[config.mk]
export PLATFORM = sky130hd
export DESIGN_NAME = flag_sync_receiver
export DESIGN_NICKNAME = d
export VERILOG_FILES = /design/src/rtl/flag_rx_pkg.sv /design/src/rtl/flag_word_sampler.sv /design/src/rtl/frame_sync_fsm.sv /design/src/rtl/flag_sync_receiver.sv
export SDC_FILE = /design/constraint.sdc
export NUM_CORES = 1
export LEC_CHECK = 0
export BUFFER_PORTS_ARGS = -buffer_cell sky130_fd_sc_hd__buf_2
export CAP_MARGIN = 20
export CORE_AREA = 2 2 39 41
export CTS_CLUSTER_SIZE = 16
export DETAILED_ROUTE_END_ITERATION = 10
export DIE_AREA = 0 0 41 43
export PLACE_DENSITY_LB_ADDON = 0.05
export SLEW_MARGIN = 0
export SYNTH_ARGS = -nofsm -noshare
export SYNTH_HDL_FRONTEND = slang
export SYNTH_HIERARCHICAL = 1
export SYNTH_SLANG_ARGS = --single-unit
[constraint.sdc]
create_clock -name clk -period 1.75 [get_ports clk]
set_input_delay 0.35 -clock clk [delete_from_list [all_inputs] [get_ports clk]]
set_output_delay 0.35 -clock clk [all_outputs]
set_load 0.02 [all_outputs]
[src/rtl/flag_rx_pkg.sv]
package flag_rx_pkg;
    typedef enum logic [1:0] {
        FS_IDLE  = 2'd0,
        FS_ARMED = 2'd1,
        FS_RUN   = 2'd2
    } sync_state_e;
endpackage

[src/rtl/flag_word_sampler.sv]
module flag_word_sampler #(
    parameter int WORD_BITS = 24,
    parameter int F1_POS    = 0
) (
    input  logic clk,
    input  logic rst_n,
    input  logic bit_en,
    input  logic word_strobe,
    input  logic flag_sdata,
    output logic ws_edge,
    output logic f1_capture,
    output logic f1_flag
);
    localparam int CW = $clog2(WORD_BITS);
    localparam logic [CW-1:0] LAST_IDX = CW'(WORD_BITS - 1);
    localparam logic [CW-1:0] F1_IDX   = CW'(F1_POS);

    logic          ws_prev;
    logic [CW-1:0] cnt;
    logic          cnt_valid;
    logic          step_ok;

    always_comb begin
        ws_edge    = bit_en && word_strobe && !ws_prev;
        step_ok    = cnt_valid && (cnt < LAST_IDX);
        if (ws_edge) begin
            f1_capture = (F1_IDX == '0);
        end else begin
            f1_capture = bit_en && step_ok && ((cnt + CW'(1)) == F1_IDX);
        end
    end

    always_ff @(posedge clk) begin
        if (!rst_n) begin
            ws_prev   <= 1'b1;
            cnt       <= '0;
            cnt_valid <= 1'b0;
            f1_flag   <= 1'b0;
        end else if (bit_en) begin
            ws_prev <= word_strobe;
            if (ws_edge) begin
                cnt       <= '0;
                cnt_valid <= 1'b1;
            end else if (step_ok) begin
                cnt <= cnt + CW'(1);
            end else begin
                cnt_valid <= 1'b0;
            end
            if (f1_capture) begin
                f1_flag <= flag_sdata;
            end
        end
    end

    p_cnt_range_r1: assert property (@(posedge clk) disable iff (!rst_n)
        cnt_valid |-> (cnt <= LAST_IDX));
    p_f1_hold_r2: assert property (@(posedge clk) disable iff (!rst_n)
        !f1_capture |=> $stable(f1_flag));
    p_f1_idle_sample_r9: assert property (@(posedge clk) disable iff (!rst_n)
        !bit_en |=> $stable(f1_flag));
endmodule

[src/rtl/frame_sync_fsm.sv]
module frame_sync_fsm
    import flag_rx_pkg::*;
(
    input  logic clk,
    input  logic rst_n,
    input  logic enable,
    input  logic ws_edge,
    input  logic f1_hit,
    output logic frame_start,
    output logic dclk_run
);
    sync_state_e state, state_nx;

    always_comb begin
        state_nx = state;
        if (!enable) begin
            state_nx = FS_IDLE;
        end else begin
            unique case (state)
                FS_IDLE:  if (f1_hit)  state_nx = FS_ARMED;
                FS_ARMED: if (ws_edge) state_nx = FS_RUN;
                FS_RUN:   state_nx = FS_RUN;
                default:  state_nx = FS_IDLE;
            endcase
        end
    end

    always_ff @(posedge clk) begin
        if (!rst_n) state <= FS_IDLE;
        else        state <= state_nx;
    end

    always_ff @(posedge clk) begin
        if (!rst_n) frame_start <= 1'b0;
        else        frame_start <= (state == FS_ARMED) && (state_nx == FS_RUN);
    end

    assign dclk_run = (state == FS_RUN);

    p_start_single_r5: assert property (@(posedge clk) disable iff (!rst_n)
        frame_start |=> !frame_start);
    p_start_with_run_r5: assert property (@(posedge clk) disable iff (!rst_n)
        frame_start |-> dclk_run);
    p_run_rise_marked_r5: assert property (@(posedge clk) disable iff (!rst_n)
        $rose(dclk_run) |-> frame_start);
    p_start_after_edge_r5: assert property (@(posedge clk) disable iff (!rst_n)
        frame_start |-> $past(ws_edge));
    p_drop_on_disable_r6: assert property (@(posedge clk) disable iff (!rst_n)
        !enable |=> !dclk_run);
    p_no_restart_r7: assert property (@(posedge clk) disable iff (!rst_n)
        (dclk_run && enable) |=> !frame_start);
endmodule

[src/rtl/flag_sync_receiver.sv]
module flag_sync_receiver #(
    parameter int WORD_BITS = 24,
    parameter int F1_POS    = 0
) (
    input  logic clk,
    input  logic rst_n,
    input  logic bit_en,
    input  logic word_strobe,
    input  logic flag_sdata,
    input  logic audio_mode,
    input  logic redirect_en,
    output logic f1_flag,
    output logic frame_start,
    output logic dclk_run
);
    logic ws_edge;
    logic f1_capture;
    logic start_enable;
    logic f1_hit;

    assign start_enable = audio_mode && redirect_en;
    assign f1_hit       = f1_capture && flag_sdata;

    flag_word_sampler #(
        .WORD_BITS (WORD_BITS),
        .F1_POS    (F1_POS)
    ) u_sampler (
        .clk         (clk),
        .rst_n       (rst_n),
        .bit_en      (bit_en),
        .word_strobe (word_strobe),
        .flag_sdata  (flag_sdata),
        .ws_edge     (ws_edge),
        .f1_capture  (f1_capture),
        .f1_flag     (f1_flag)
    );

    frame_sync_fsm u_fsm (
        .clk         (clk),
        .rst_n       (rst_n),
        .enable      (start_enable),
        .ws_edge     (ws_edge),
        .f1_hit      (f1_hit),
        .frame_start (frame_start),
        .dclk_run    (dclk_run)
    );

    p_arm_gated_r4: assert property (@(posedge clk) disable iff (!rst_n)
        !start_enable |=> !frame_start);
endmodule

==> impl_table.tex, run 1 <==
\begin{tabular}{lr}
\hline
Metric & Value \\
\hline
\multicolumn{2}{l}{\textbf{Clock network}} \\
Post-CTS setup-driven buffer insertion count & 0 \\
Clk pin slew, worst setup/hold paths & 70 ps \\
Max clock buf depth & 2 \\
CTS sink cnt & 11 \\
Root cell of the clock tree & sky130\_fd\_sc\_hd\_\_clkbuf\_4 \\
H-tree levels & 1 \\
Total CTS buffers & 3 \\
Clock latency on the worst-skew pair & 270 ps \\
TritonCTS clock tree & done \\
Resize count post-CTS & 0 \\
Quantity of hold-fixing buffers added after cts & 0 \\
\multicolumn{2}{l}{\textbf{Pwr}} \\
Cell leakage power & 0.000254 µW \\
Switching power summed over all nets & 107 µW \\
Max IR drop VDD & 0.000501 V \\
Switching share of total power & 23.1\% \\
Sequential fraction of design power & 55.6\% \\
Combinational share of power & 6.7\% \\
Portion of total power attributed to the clock network & 37.7\% \\
Power density cells & 698 mW/mm² \\
Internal Dissipation & 357 µW \\
Sum of internal, switching and leakage power & 464 µW \\
\multicolumn{2}{l}{\textbf{Worst hold path}} \\
Worst Hold Class & input port to flip-flop \\
\multicolumn{2}{l}{\textbf{Die}} \\
Core Footprint & 0.00138 mm² \\
Top-Level Pins & 10 \\
Total die area & 0.00176 mm² \\
Starting density of the core & 40.8\% \\
Die span in y & 43 µm \\
Width of the die & 41 µm \\
Number of cell rows & 14 \\
\multicolumn{2}{l}{\textbf{Yosys}} \\
Nets in the synthesized netlist & 69 \\
Cell taking the most area after synthesis & sky130\_fd\_sc\_hd\_\_dfxtp\_1 \\
Proportion of netlist area held by the largest area contributor & 39.0\% \\
Post-synthesis cell area & 564 µm² \\
Number of instances in the synthesized netlist & 60 \\
Combinational family with the most area after synthesis & simple AND/OR/NAND/NOR gates \\
Post-Synth Adder-Cell Area & 4.43\% \\
Post-synthesis share of cell area spent on and, or, nand and nor gates & 25.7\% \\
Post-synthesis xor/xnor area fraction & 4.66\% \\
Fraction of the yosys area taken by sequential cells & 39.0\% \\
Yosys reg bits & 11 \\
Netlist cell types & 24 \\
Post-synthesis compound-gate area fraction & 20.6\% \\
Fraction of synthesized area in multiplexers & 3.55\% \\
Warning count from the yosys run & 6 \\
Ranking of synthesized cells by area & sky130\_fd\_sc\_hd\_\_dfxtp\_1, sky130\_fd\_sc\_hd\_\_nor2\_1, sky130\_fd\_sc\_hd\_\_o32ai\_4 \\
Syn\_area\_per\_cell & 9.40 µm² \\
\multicolumn{2}{l}{\textbf{STA}} \\
Post-route fraction of the period consumed by the critical path & 94.1\% \\
Final min period & 1650 ps \\
Worst-Margin Slew & 381 ps \\
Endpoints failing hold & 0 \\
Number of endpoints failing setup at the final stage & 0 \\
Final setup TNS & 0 ps \\
Maximum frequency from static timing analysis & 0.607 GHz \\
Total count of max-transition violations in the final report & 0 \\
Setup repair after global routing missed its margin & no \\
Final clock skew & 1.15 ps \\
Max-slew headroom at the worst pin & 74.4\% \\
\multicolumn{2}{l}{\textbf{Worst setup path}} \\
Data arrival time at the worst-slack endpoint & 1840 ps \\
Critical path capture point type & flip-flop \\
Worst Path Max Fanout & 4 \\
Register-to-Register Setup Slack & 100 ps \\
Critical path launch point type & flip-flop \\
Type of the worst setup path & flip-flop to flip-flop \\
Required time of the critical path & 1940 ps \\
\multicolumn{2}{l}{\textbf{Cells and area}} \\
Signed area change from the synthesized netlist to the final layout & 17.7\% \\
Count of nets after finishing & 84 \\
Number of filler cells placed in the layout & 130 \\
Fraction of final layout cells with drive strength greater than 1 & 29.7\% \\
Diode insertion count for antenna repair & 0 \\
\multicolumn{2}{l}{\textbf{Route}} \\
Violation count after the first detailed-route iteration & 8 \\
Wirelength, routed & 1000 µm \\
DRC violation count after routing & 0 \\
Number of detailed-routing iterations run before antenna repair & 4 \\
Count of nets left with antenna violations after detail routing & 0 \\
Via density & 5.12 \\
Number of vias after detailed routing & 461 \\
Average detailed-routed wire length per instance & 11.1 µm \\
\multicolumn{2}{l}{\textbf{Place}} \\
Total of buffers placed on input and output ports & 9 \\
RePlAce Congestion & 0.635 \\
Estimated wirelength of the detail-placed design & 744 µm \\
\multicolumn{2}{l}{\textbf{GRT}} \\
Largest net degree at the start of global routing & 7 \\
Wire length of the first global-routing pass & 1600 µm \\
GR Overflow Total & 0 \\
Total GRT Usage & 14.0\% \\
Number of global-route vias before repair & 408 \\
Antenna violations before repair & 0 \\
\multicolumn{2}{l}{\textbf{Run status}} \\
Run status & finished, final reports clean \\
\multicolumn{2}{l}{\textbf{Flow run}} \\
Max Cap Viol & 0 \\
\hline
\end{tabular}
## flip-flops by register name, summed over array words and instances, names as in the netlist
| name | cells |
|---|---|
| u_sampler/cnt | 5 |
| u_fsm/state | 2 |
| u_fsm/frame_start | 1 |
| u_sampler/cnt_valid | 1 |
| u_sampler/f1_flag | 1 |
| u_sampler/ws_prev | 1 |
## logic make-up (layout without fill, tap and decap cells)
family,count (synthesis),count (layout)
mux,2,2
buf+inv,3,17
fa+ha+maj,2,2
flops,11,11
simple gates,28,28
xor+xnor,3,3
compound gates,11,11
## power by group through the flow
| stage | registers, µW | logic (µW) | clock network (µW) |
|---|---|---|---|
| after detailed placement | 264 | 31.7 | 0 |
| final | 258 | 31.0 | 175 |
| after floorplan | 264 | 17.0 | 0 |
| after CTS | 258 | 31.7 | 185 |
| after global routing | 258 | 34.1 | 204 |
| after global placement | 264 | 31.4 | 0 |
## metal layers
metal | global-route usage, % | vias to the layer above | routed length [µm]
li1 | - | 235 | -
met1 | 14.8 | 210 | 436
met2 | 20.9 | 14 | 495
met3 | 9.42 | 2 | 57
met4 | 6.00 | 0 | 13
met5 | 0 | - | 0
## cell type report
class                           instances  area [µm²]  share of cell area (%)
Multi-Input combinational cell         46         333                    50.1
Clock buffer                            4        26.3                    3.95
Inverter                                3        11.3                    1.69
Timing Repair Buffer                   10        52.6                    7.91
Tap cell                               16        20.0                    3.01
Sequential cell                        11         221                    33.3
## cells in the final DEF, fill, tap and decap left out
master | synthesis | final
sky130_fd_sc_hd__nor3_1 | 1 | 1
sky130_fd_sc_hd__nand2b_4 | 1 | 1
sky130_fd_sc_hd__o32ai_4 | 1 | 1
sky130_fd_sc_hd__ha_1 | 2 | 2
sky130_fd_sc_hd__nand2b_2 | 1 | 1
sky130_fd_sc_hd__a211oi_2 | 2 | 2
sky130_fd_sc_hd__dfxtp_1 | 11 | 10
sky130_fd_sc_hd__nand3_1 | 2 | 2
sky130_fd_sc_hd__clkbuf_4 | 0 | 3
sky130_fd_sc_hd__a21oi_1 | 2 | 2
sky130_fd_sc_hd__a21oi_2 | 1 | 1
sky130_fd_sc_hd__buf_2 | 0 | 9
sky130_fd_sc_hd__nand2b_1 | 2 | 2
sky130_fd_sc_hd__clkbuf_1 | 0 | 1
sky130_fd_sc_hd__o21ai_1 | 1 | 1
sky130_fd_sc_hd__o21a_1 | 1 | 1
sky130_fd_sc_hd__dfxtp_2 | 0 | 1
sky130_fd_sc_hd__a41oi_1 | 1 | 1
sky130_fd_sc_hd__nand2_1 | 6 | 6
sky130_fd_sc_hd__a31oi_1 | 1 | 1
sky130_fd_sc_hd__xnor2_1 | 3 | 3
sky130_fd_sc_hd__mux2i_1 | 2 | 2
sky130_fd_sc_hd__a31o_4 | 1 | 1
sky130_fd_sc_hd__and2_1 | 4 | 4
sky130_fd_sc_hd__nand2_2 | 1 | 1
sky130_fd_sc_hd__inv_1 | 3 | 3
sky130_fd_sc_hd__nand3b_1 | 1 | 1
sky130_fd_sc_hd__nor2_1 | 9 | 9
sky130_fd_sc_hd__buf_4 | 0 | 1
## worst paths after layout
kind | start | to | cells past startpoint
worst max-delay path | u_sampler/cnt[0] | u_fsm/state[0] | 7
worst min-delay path | rst_n | u_sampler/ws_prev | 2
worst max register to register | u_sampler/cnt[0] | u_fsm/state[0] | 7
worst min register to register | u_sampler/f1_flag | u_sampler/f1_flag | 2
## synthesized netlist by cell type, drive strengths merged
master	number
a211oi	2
a21oi	3
a31o	1
a31oi	1
a41oi	1
and2	4
dfxtp	11
ha	2
inv	3
mux2i	2
nand2	7
nand2b	4
nand3	2
nand3b	1
nor2	9
nor3	1
o21a	1
o21ai	1
o32ai	1
xnor2	3
## critical path, cell delays in order (launching register included)
cell,delay (ps)
sky130_fd_sc_hd__dfxtp_1,400
sky130_fd_sc_hd__ha_1,240
sky130_fd_sc_hd__and2_1,150
sky130_fd_sc_hd__a21oi_1,90
sky130_fd_sc_hd__o32ai_4,230
sky130_fd_sc_hd__and2_1,210
sky130_fd_sc_hd__nand2b_4,60
sky130_fd_sc_hd__a211oi_2,190
## through the flow
stage	instance area, µm²	setup WS, ps	util [%]	hold slack (ps)	cells
2_1_floorplan	564	177	-	422	60
3_3_place_gp	637	113	46.0	448	86
3_5_place_dp	637	58.9	46.0	449	86
4_1_cts	663	39.6	47.9	308	90
5_1_grt	664	20.2	48.0	304	90
6_report	664	103	48.0	314	90
No activity file was read; power rests on OpenSTA's default activity.
==> run 2, diff against run 1 <==
==> constraint.sdc (replaced) <==
create_clock -name clk -period 1.7 [get_ports clk]
set_input_delay 0.34 -clock clk [delete_from_list [all_inputs] [get_ports clk]]
set_output_delay 0.34 -clock clk [all_outputs]
set_load 0.02 [all_outputs]
==> impl_table.tex, run 2 (same netlist as run 1, synthesis figures left out) <==
\begin{tabular}{lr}
\hline
Metric & Value \\
\hline
\multicolumn{2}{l}{\textbf{Run status}} \\
Run status & finished, final reports clean \\
\multicolumn{2}{l}{\textbf{Worst setup path}} \\
Critical path launch point type & flip-flop \\
Slowest CP cell & sky130\_fd\_sc\_hd\_\_dfxtp\_1 \\
Required time of the critical path & 1890 ps \\
Slowest Stage Delay on Critical Path & 360 ps \\
Type of the worst setup path & flip-flop to flip-flop \\
Register-to-Register Setup Slack & 140 ps \\
Worst flop-to-flop path startpoint & u\_sampler/cnt[0] \\
Capturing point of the worst reg2reg path & u\_fsm/state[0] \\
Critical path capture point type & flip-flop \\
CP cell instances & ha\_1, and2\_1, a21oi\_1, o32ai\_4, and2\_1, nand2b\_4, a211oi\_2 \\
Worst Path Max Fanout & 4 \\
Data arrival time at the worst-slack endpoint & 1750 ps \\
Worst Reg-to-Reg Cells & 7 \\
Most frequent cell on the critical path & sky130\_fd\_sc\_hd\_\_and2\_1 \\
\multicolumn{2}{l}{\textbf{Route}} \\
Number of vias after detailed routing & 446 \\
Number of detailed-routing iterations run before antenna repair & 3 \\
Via density & 4.90 \\
Wirelength, routed & 938 µm \\
DRC violation count after routing & 0 \\
Average detailed-routed wire length per instance & 10.3 µm \\
Count of nets left with antenna violations after detail routing & 0 \\
Violation count after the first detailed-route iteration & 3 \\
\multicolumn{2}{l}{\textbf{Cells and area}} \\
Count of nets after finishing & 85 \\
Signed area change from the synthesized netlist to the final layout & 18.8\% \\
Post-layout utilization of the core & 48.5\% \\
Most frequent cells in the layout & sky130\_fd\_sc\_hd\_\_dfxtp\_1, sky130\_fd\_sc\_hd\_\_buf\_2, sky130\_fd\_sc\_hd\_\_nor2\_1 \\
Commonest non-fill, non-tap cell in the layout & sky130\_fd\_sc\_hd\_\_dfxtp\_1 \\
Register with the most flip-flops & u\_sampler/cnt \\
Diode insertion count for antenna repair & 0 \\
Fraction of final layout cells with drive strength greater than 1 & 29.3\% \\
Number of flip-flops under the largest register name & 5 \\
Largest registers & u\_sampler/cnt x5, u\_fsm/state x2 \\
\multicolumn{2}{l}{\textbf{Die}} \\
Core Footprint & 0.00138 mm² \\
Starting density of the core & 40.8\% \\
Total die area & 0.00176 mm² \\
Width of the die & 41 µm \\
Die span in y & 43 µm \\
Number of cell rows & 14 \\
Top-Level Pins & 10 \\
\multicolumn{2}{l}{\textbf{Clock network}} \\
CTS sink cnt & 11 \\
Clk pin slew, worst setup/hold paths & 70 ps \\
Max clock buf depth & 2 \\
Clock latency on the worst-skew pair & 260 ps \\
TritonCTS clock tree & done \\
Root cell of the clock tree & sky130\_fd\_sc\_hd\_\_clkbuf\_4 \\
Resize count post-CTS & 0 \\
Quantity of hold-fixing buffers added after cts & 0 \\
Post-CTS setup-driven buffer insertion count & 0 \\
H-tree levels & 1 \\
Total CTS buffers & 3 \\
\multicolumn{2}{l}{\textbf{Pwr}} \\
Max IR drop VDD & 0.000394 V \\
Cell leakage power & 0.000259 µW \\
Power density cells & 701 mW/mm² \\
\multicolumn{2}{l}{\textbf{Worst hold path}} \\
Endpoint with the worst hold slack & u\_sampler/ws\_prev \\
Count of cells along the worst hold path & 2 \\
Worst Hold Class & input port to flip-flop \\
Worst min-delay path startpoint & rst\_n \\
\multicolumn{2}{l}{\textbf{GRT}} \\
GR Overflow Total & 0 \\
Largest net degree at the start of global routing & 7 \\
Number of global-route vias before repair & 372 \\
Antenna violations before repair & 0 \\
Wire length of the first global-routing pass & 1540 µm \\
Total GRT Usage & 13.6\% \\
\multicolumn{2}{l}{\textbf{Place}} \\
Total of buffers placed on input and output ports & 9 \\
Estimated wirelength of the detail-placed design & 770 µm \\
RePlAce Congestion & 0.653 \\
\multicolumn{2}{l}{\textbf{STA}} \\
Setup repair after global routing missed its margin & no \\
Final clock skew & 1.08 ps \\
Endpoints failing hold & 0 \\
Worst-Margin Slew & 407 ps \\
Number of endpoints failing setup at the final stage & 0 \\
Max-slew headroom at the worst pin & 72.7\% \\
Final min period & 1560 ps \\
Post-route fraction of the period consumed by the critical path & 92.0\% \\
Total count of max-transition violations in the final report & 0 \\
Maximum frequency from static timing analysis & 0.639 GHz \\
Final setup TNS & 0 ps \\
\multicolumn{2}{l}{\textbf{Flow run}} \\
Max Cap Viol & 0 \\
\hline
\end{tabular}
-- run 2: per-stage QoR --
| step | worst slack (ps) | instances | power, µW | hold WS [ps] | cell area, µm² |
|---|---|---|---|---|---|
| floorplan | 127 | 60 | 290 | 412 | 564 |
| global placement | 155 | 87 | 304 | 467 | 644 |
| detailed placement | 122 | 87 | 304 | 460 | 644 |
| CTS | 106 | 91 | 483 | 298 | 671 |
| global route | 28.7 | 91 | 505 | 295 | 671 |
| finish | 136 | 91 | 470 | 308 | 671 |
-- run 2: layout make-up --
cell class | count | area (µm²)
fill | 137 | 713
multi-input combinational | 46 | 333
sequential | 11 | 220
timing repair buffer | 11 | 60.1
clock buffer | 4 | 26.3
tap | 16 | 20.0
inverter | 3 | 11.3
-- run 2: metal layers --
layer	share of wire, %	GRT usage (%)	wire length [µm]
met4	1.2	12.0	11
met3	2.9	3.14	27
met1	46	15.6	436
met2	49	19.7	463
met5	0	0	0
-- run 2: worst max-delay path, delay by kind of cell, from the launching register on --
kind	cells	cell delay (ps)
AO/OA/AOI/OAI	3	500
flip-flops	1	360
adder cells (fa/ha/maj)	1	220
AND/OR/NAND/NOR	3	410
-- run 2: power by group --
group | total (µW) | leakage [µW] | switching, µW | internal, µW
Sequential | 265 | 0.0000890 | 3.88 | 261
Combinational | 32.4 | 0.000155 | 17.2 | 15.2
Clock | 173 | 0.0000150 | 82.0 | 90.6
-- run 2: worst max-delay path by stage --
stage	slack (ps)	startpoint	endpoint	depth (start not counted)
floorplan	130	u_sampler/cnt[0]	u_fsm/state[0]	7
global placement	160	u_sampler/cnt[0]	u_fsm/state[0]	7
detailed placement	120	u_sampler/cnt[0]	u_fsm/state[0]	7
CTS	110	u_sampler/cnt[0]	u_fsm/state[0]	7
global route	30	u_sampler/cnt[0]	u_fsm/state[0]	7
finish	140	u_sampler/cnt[0]	u_fsm/state[0]	7
==> run 3, diff against run 2 <==
--- a/config.mk
+++ b/config.mk
@@ -5,12 +5,14 @@
 export SDC_FILE = /design/constraint.sdc
 export NUM_CORES = 1
 export LEC_CHECK = 0
+export ABC_AREA = 1
 export BUFFER_PORTS_ARGS = -buffer_cell sky130_fd_sc_hd__buf_2
-export CAP_MARGIN = 20
+export CAP_MARGIN = 5
 export CORE_AREA = 2 2 39 41
 export CTS_CLUSTER_SIZE = 16
 export DETAILED_ROUTE_END_ITERATION = 10
 export DIE_AREA = 0 0 41 43
+export MAX_ROUTING_LAYER = met4
 export PLACE_DENSITY_LB_ADDON = 0.05
 export SLEW_MARGIN = 0
 export SYNTH_ARGS = -nofsm -noshare
==> impl_table.tex, run 3 <==
\begin{tabular}{lr}
\hline
Metric & Value \\
\hline
\multicolumn{2}{l}{\textbf{STA}} \\
Final min period & 1470 ps \\
Setup repair after global routing missed its margin & no \\
Number of endpoints failing setup at the final stage & 0 \\
Worst-Margin Slew & 215 ps \\
Post-route fraction of the period consumed by the critical path & 86.3\% \\
Endpoints failing hold & 0 \\
Max-slew headroom at the worst pin & 85.6\% \\
Maximum frequency from static timing analysis & 0.682 GHz \\
Final setup TNS & 0 ps \\
Total count of max-transition violations in the final report & 0 \\
Final clock skew & 4.96 ps \\
\multicolumn{2}{l}{\textbf{Pwr}} \\
Switching power summed over all nets & 113 µW \\
Max IR drop VDD & 0.000415 V \\
Portion of total power attributed to the clock network & 37.1\% \\
Power density cells & 715 mW/mm² \\
Combinational share of power & 7.4\% \\
Sequential fraction of design power & 55.5\% \\
Switching share of total power & 23.5\% \\
Internal Dissipation & 367 µW \\
Cell leakage power & 0.000349 µW \\
Sum of internal, switching and leakage power & 480 µW \\
\multicolumn{2}{l}{\textbf{Clock network}} \\
CTS sink cnt & 11 \\
Post-CTS setup-driven buffer insertion count & 0 \\
Clock latency on the worst-skew pair & 270 ps \\
Root cell of the clock tree & sky130\_fd\_sc\_hd\_\_clkbuf\_4 \\
Clk pin slew, worst setup/hold paths & 70 ps \\
Resize count post-CTS & 0 \\
Total CTS buffers & 3 \\
TritonCTS clock tree & done \\
H-tree levels & 1 \\
Max clock buf depth & 2 \\
Quantity of hold-fixing buffers added after cts & 0 \\
\multicolumn{2}{l}{\textbf{Route}} \\
Number of detailed-routing iterations run before antenna repair & 4 \\
Violation count after the first detailed-route iteration & 2 \\
Via density & 4.47 \\
Wirelength, routed & 1040 µm \\
DRC violation count after routing & 0 \\
Number of vias after detailed routing & 518 \\
Average detailed-routed wire length per instance & 8.93 µm \\
Count of nets left with antenna violations after detail routing & 0 \\
\multicolumn{2}{l}{\textbf{Yosys}} \\
Cell taking the most area after synthesis & sky130\_fd\_sc\_hd\_\_dfxtp\_1 \\
Fraction of the yosys area taken by sequential cells & 37.9\% \\
Ranking of synthesized cells by area & sky130\_fd\_sc\_hd\_\_dfxtp\_1, sky130\_fd\_sc\_hd\_\_nand2\_1, sky130\_fd\_sc\_hd\_\_inv\_1 \\
Cell with the most instances after synthesis & sky130\_fd\_sc\_hd\_\_nand2\_1 \\
Most used flip-flop cell after synthesis & sky130\_fd\_sc\_hd\_\_dfxtp\_1 \\
Number of instances in the synthesized netlist & 87 \\
Yosys reg bits & 11 \\
Netlist cell types & 16 \\
Post-synthesis cell area & 581 µm² \\
Nets in the synthesized netlist & 96 \\
Warning count from the yosys run & 6 \\
EDFF count, synth & 0 \\
Most frequent cells after synthesis & sky130\_fd\_sc\_hd\_\_nand2\_1, sky130\_fd\_sc\_hd\_\_inv\_1, sky130\_fd\_sc\_hd\_\_dfxtp\_1 \\
Proportion of netlist area held by the largest area contributor & 37.9\% \\
Syn\_area\_per\_cell & 6.67 µm² \\
Share of synthesized flip-flops with an asynchronous set or reset & 0\% \\
\multicolumn{2}{l}{\textbf{Worst hold path}} \\
Count of cells along the worst hold path & 2 \\
Worst Hold Class & input port to flip-flop \\
\multicolumn{2}{l}{\textbf{Cells and area}} \\
Number of flip-flops under the largest register name & 5 \\
Final Cell Area & 672 µm² \\
Count of nets after finishing & 110 \\
Register with the most flip-flops & u\_sampler/cnt \\
Commonest non-fill, non-tap cell in the layout & sky130\_fd\_sc\_hd\_\_nand2\_1 \\
Diode insertion count for antenna repair & 0 \\
Largest registers & u\_sampler/cnt x5, u\_fsm/state x2 \\
Most frequent cells in the layout & sky130\_fd\_sc\_hd\_\_nand2\_1, sky130\_fd\_sc\_hd\_\_inv\_1, sky130\_fd\_sc\_hd\_\_dfxtp\_1 \\
Signed area change from the synthesized netlist to the final layout & 15.7\% \\
Fraction of final layout cells with drive strength greater than 1 & 21.0\% \\
\multicolumn{2}{l}{\textbf{Die}} \\
Top-Level Pins & 10 \\
Die span in y & 43 µm \\
Core Footprint & 0.00138 mm² \\
Total die area & 0.00176 mm² \\
Number of cell rows & 14 \\
Width of the die & 41 µm \\
Starting density of the core & 42.0\% \\
\multicolumn{2}{l}{\textbf{Worst setup path}} \\
Worst flop-to-flop path startpoint & u\_sampler/cnt[0] \\
Capturing point of the worst reg2reg path & u\_fsm/state[0] \\
Critical path launch point type & flip-flop \\
Slowest Stage Delay on Critical Path & 420 ps \\
Data arrival time at the worst-slack endpoint & 1670 ps \\
Critical Path Sink & u\_fsm/state[0] \\
Required time of the critical path & 1910 ps \\
Worst Reg-to-Reg Cells & 11 \\
Type of the worst setup path & flip-flop to flip-flop \\
Most frequent cell on the critical path & sky130\_fd\_sc\_hd\_\_nand2\_1 \\
CP cell instances & ha\_1, inv\_1, nand2\_1, nand2\_1, nor2\_1, nand3\_1, o21ai\_1, nand2\_1, inv\_1, o21ai\_0, nor2\_1 \\
Worst Path Max Fanout & 6 \\
Slowest CP cell & sky130\_fd\_sc\_hd\_\_dfxtp\_1 \\
Register-to-Register Setup Slack & 230 ps \\
Worst setup path startpoint & u\_sampler/cnt[0] \\
Critical path capture point type & flip-flop \\
\multicolumn{2}{l}{\textbf{Flow run}} \\
Max Cap Viol & 0 \\
\multicolumn{2}{l}{\textbf{Place}} \\
Total of buffers placed on input and output ports & 9 \\
Area of placed instances & 646 µm² \\
Estimated wirelength of the detail-placed design & 850 µm \\
RePlAce Congestion & 0.703 \\
\multicolumn{2}{l}{\textbf{Run status}} \\
Run status & finished, final reports clean \\
\multicolumn{2}{l}{\textbf{GRT}} \\
Largest net degree at the start of global routing & 8 \\
Wire length of the first global-routing pass & 1850 µm \\
Number of global-route vias before repair & 476 \\
Antenna violations before repair & 0 \\
GR Overflow Total & 0 \\
Total GRT Usage & 16.2\% \\
\hline
\end{tabular}
[run 3: worst min path at each step]
stage,end,slack [ps],from
floorplan,u_sampler/ws_prev,420,rst_n
finish,u_sampler/ws_prev,290,rst_n
global route,u_sampler/ws_prev,290,rst_n
global placement,u_sampler/ws_prev,460,u_sampler/ws_prev
detailed placement,u_sampler/ws_prev,470,u_sampler/ws_prev
CTS,u_sampler/ws_prev,290,rst_n
[run 3: power by group through the flow]
| stage | clock network, µW | registers, µW | logic [µW] |
|---|---|---|---|
| 2_1_floorplan | 0 | 272 | 22.7 |
| 3_3_place_gp | 0 | 272 | 36.1 |
| 3_5_place_dp | 0 | 273 | 36.4 |
| 4_1_cts | 188 | 267 | 36.4 |
| 5_1_grt | 195 | 267 | 42.5 |
| 6_report | 178 | 267 | 35.7 |
[run 3: cell type report]
cell class / count / area [µm²]
fill: 151 / 712
tap: 16 / 20.0
inverter: 18 / 68.8
clock buffer: 4 / 26.3
sequential: 11 / 220
timing repair buffer: 9 / 45.0
multi-input combinational: 58 / 292
[run 3: logic make-up (layout without fill, tap and decap cells)]
kind of cell               after synthesis  after routing  share of synthesized area, %
buffers and inverters                   18             31                          11.9
adders and majority gates                2              2                          4.31
and+or+nand+nor                         46             46                          37.3
AOI/OAI and AO/OA                       10             10                          8.62
DFF                                     11             11                          37.9
[run 3: metal layers]
| layer | vias up | GRT usage [%] | share of wire (%) |
|---|---|---|---|
| li1 | 295 | - | - |
| met1 | 213 | 19.5 | 48 |
| met2 | 8 | 22.8 | 48 |
| met3 | 2 | 3.14 | 3.3 |
| met4 | 0 | 12.0 | 1.3 |
| met5 | - | - | 0 |
[run 3: stage by stage]
| step | utilization [%] | setup WS (ps) | std cells | hold WS, ps |
|---|---|---|---|---|
| after floorplan | - | 385 | 87 | 424 |
| after global placement | 46.7 | 283 | 112 | 460 |
| after detailed placement | 46.7 | 253 | 112 | 471 |
| after CTS | 48.6 | 224 | 116 | 290 |
| after global routing | 48.6 | 58.6 | 116 | 293 |
| final | 48.6 | 233 | 116 | 293 |
[run 3: critical path, delay by kind of cell, from the launching register on]
family	cells	cell delay (ps)
compound gates	2	190
fa+ha+maj	1	240
buf+inv	2	90
flops	1	420
simple gates	6	460
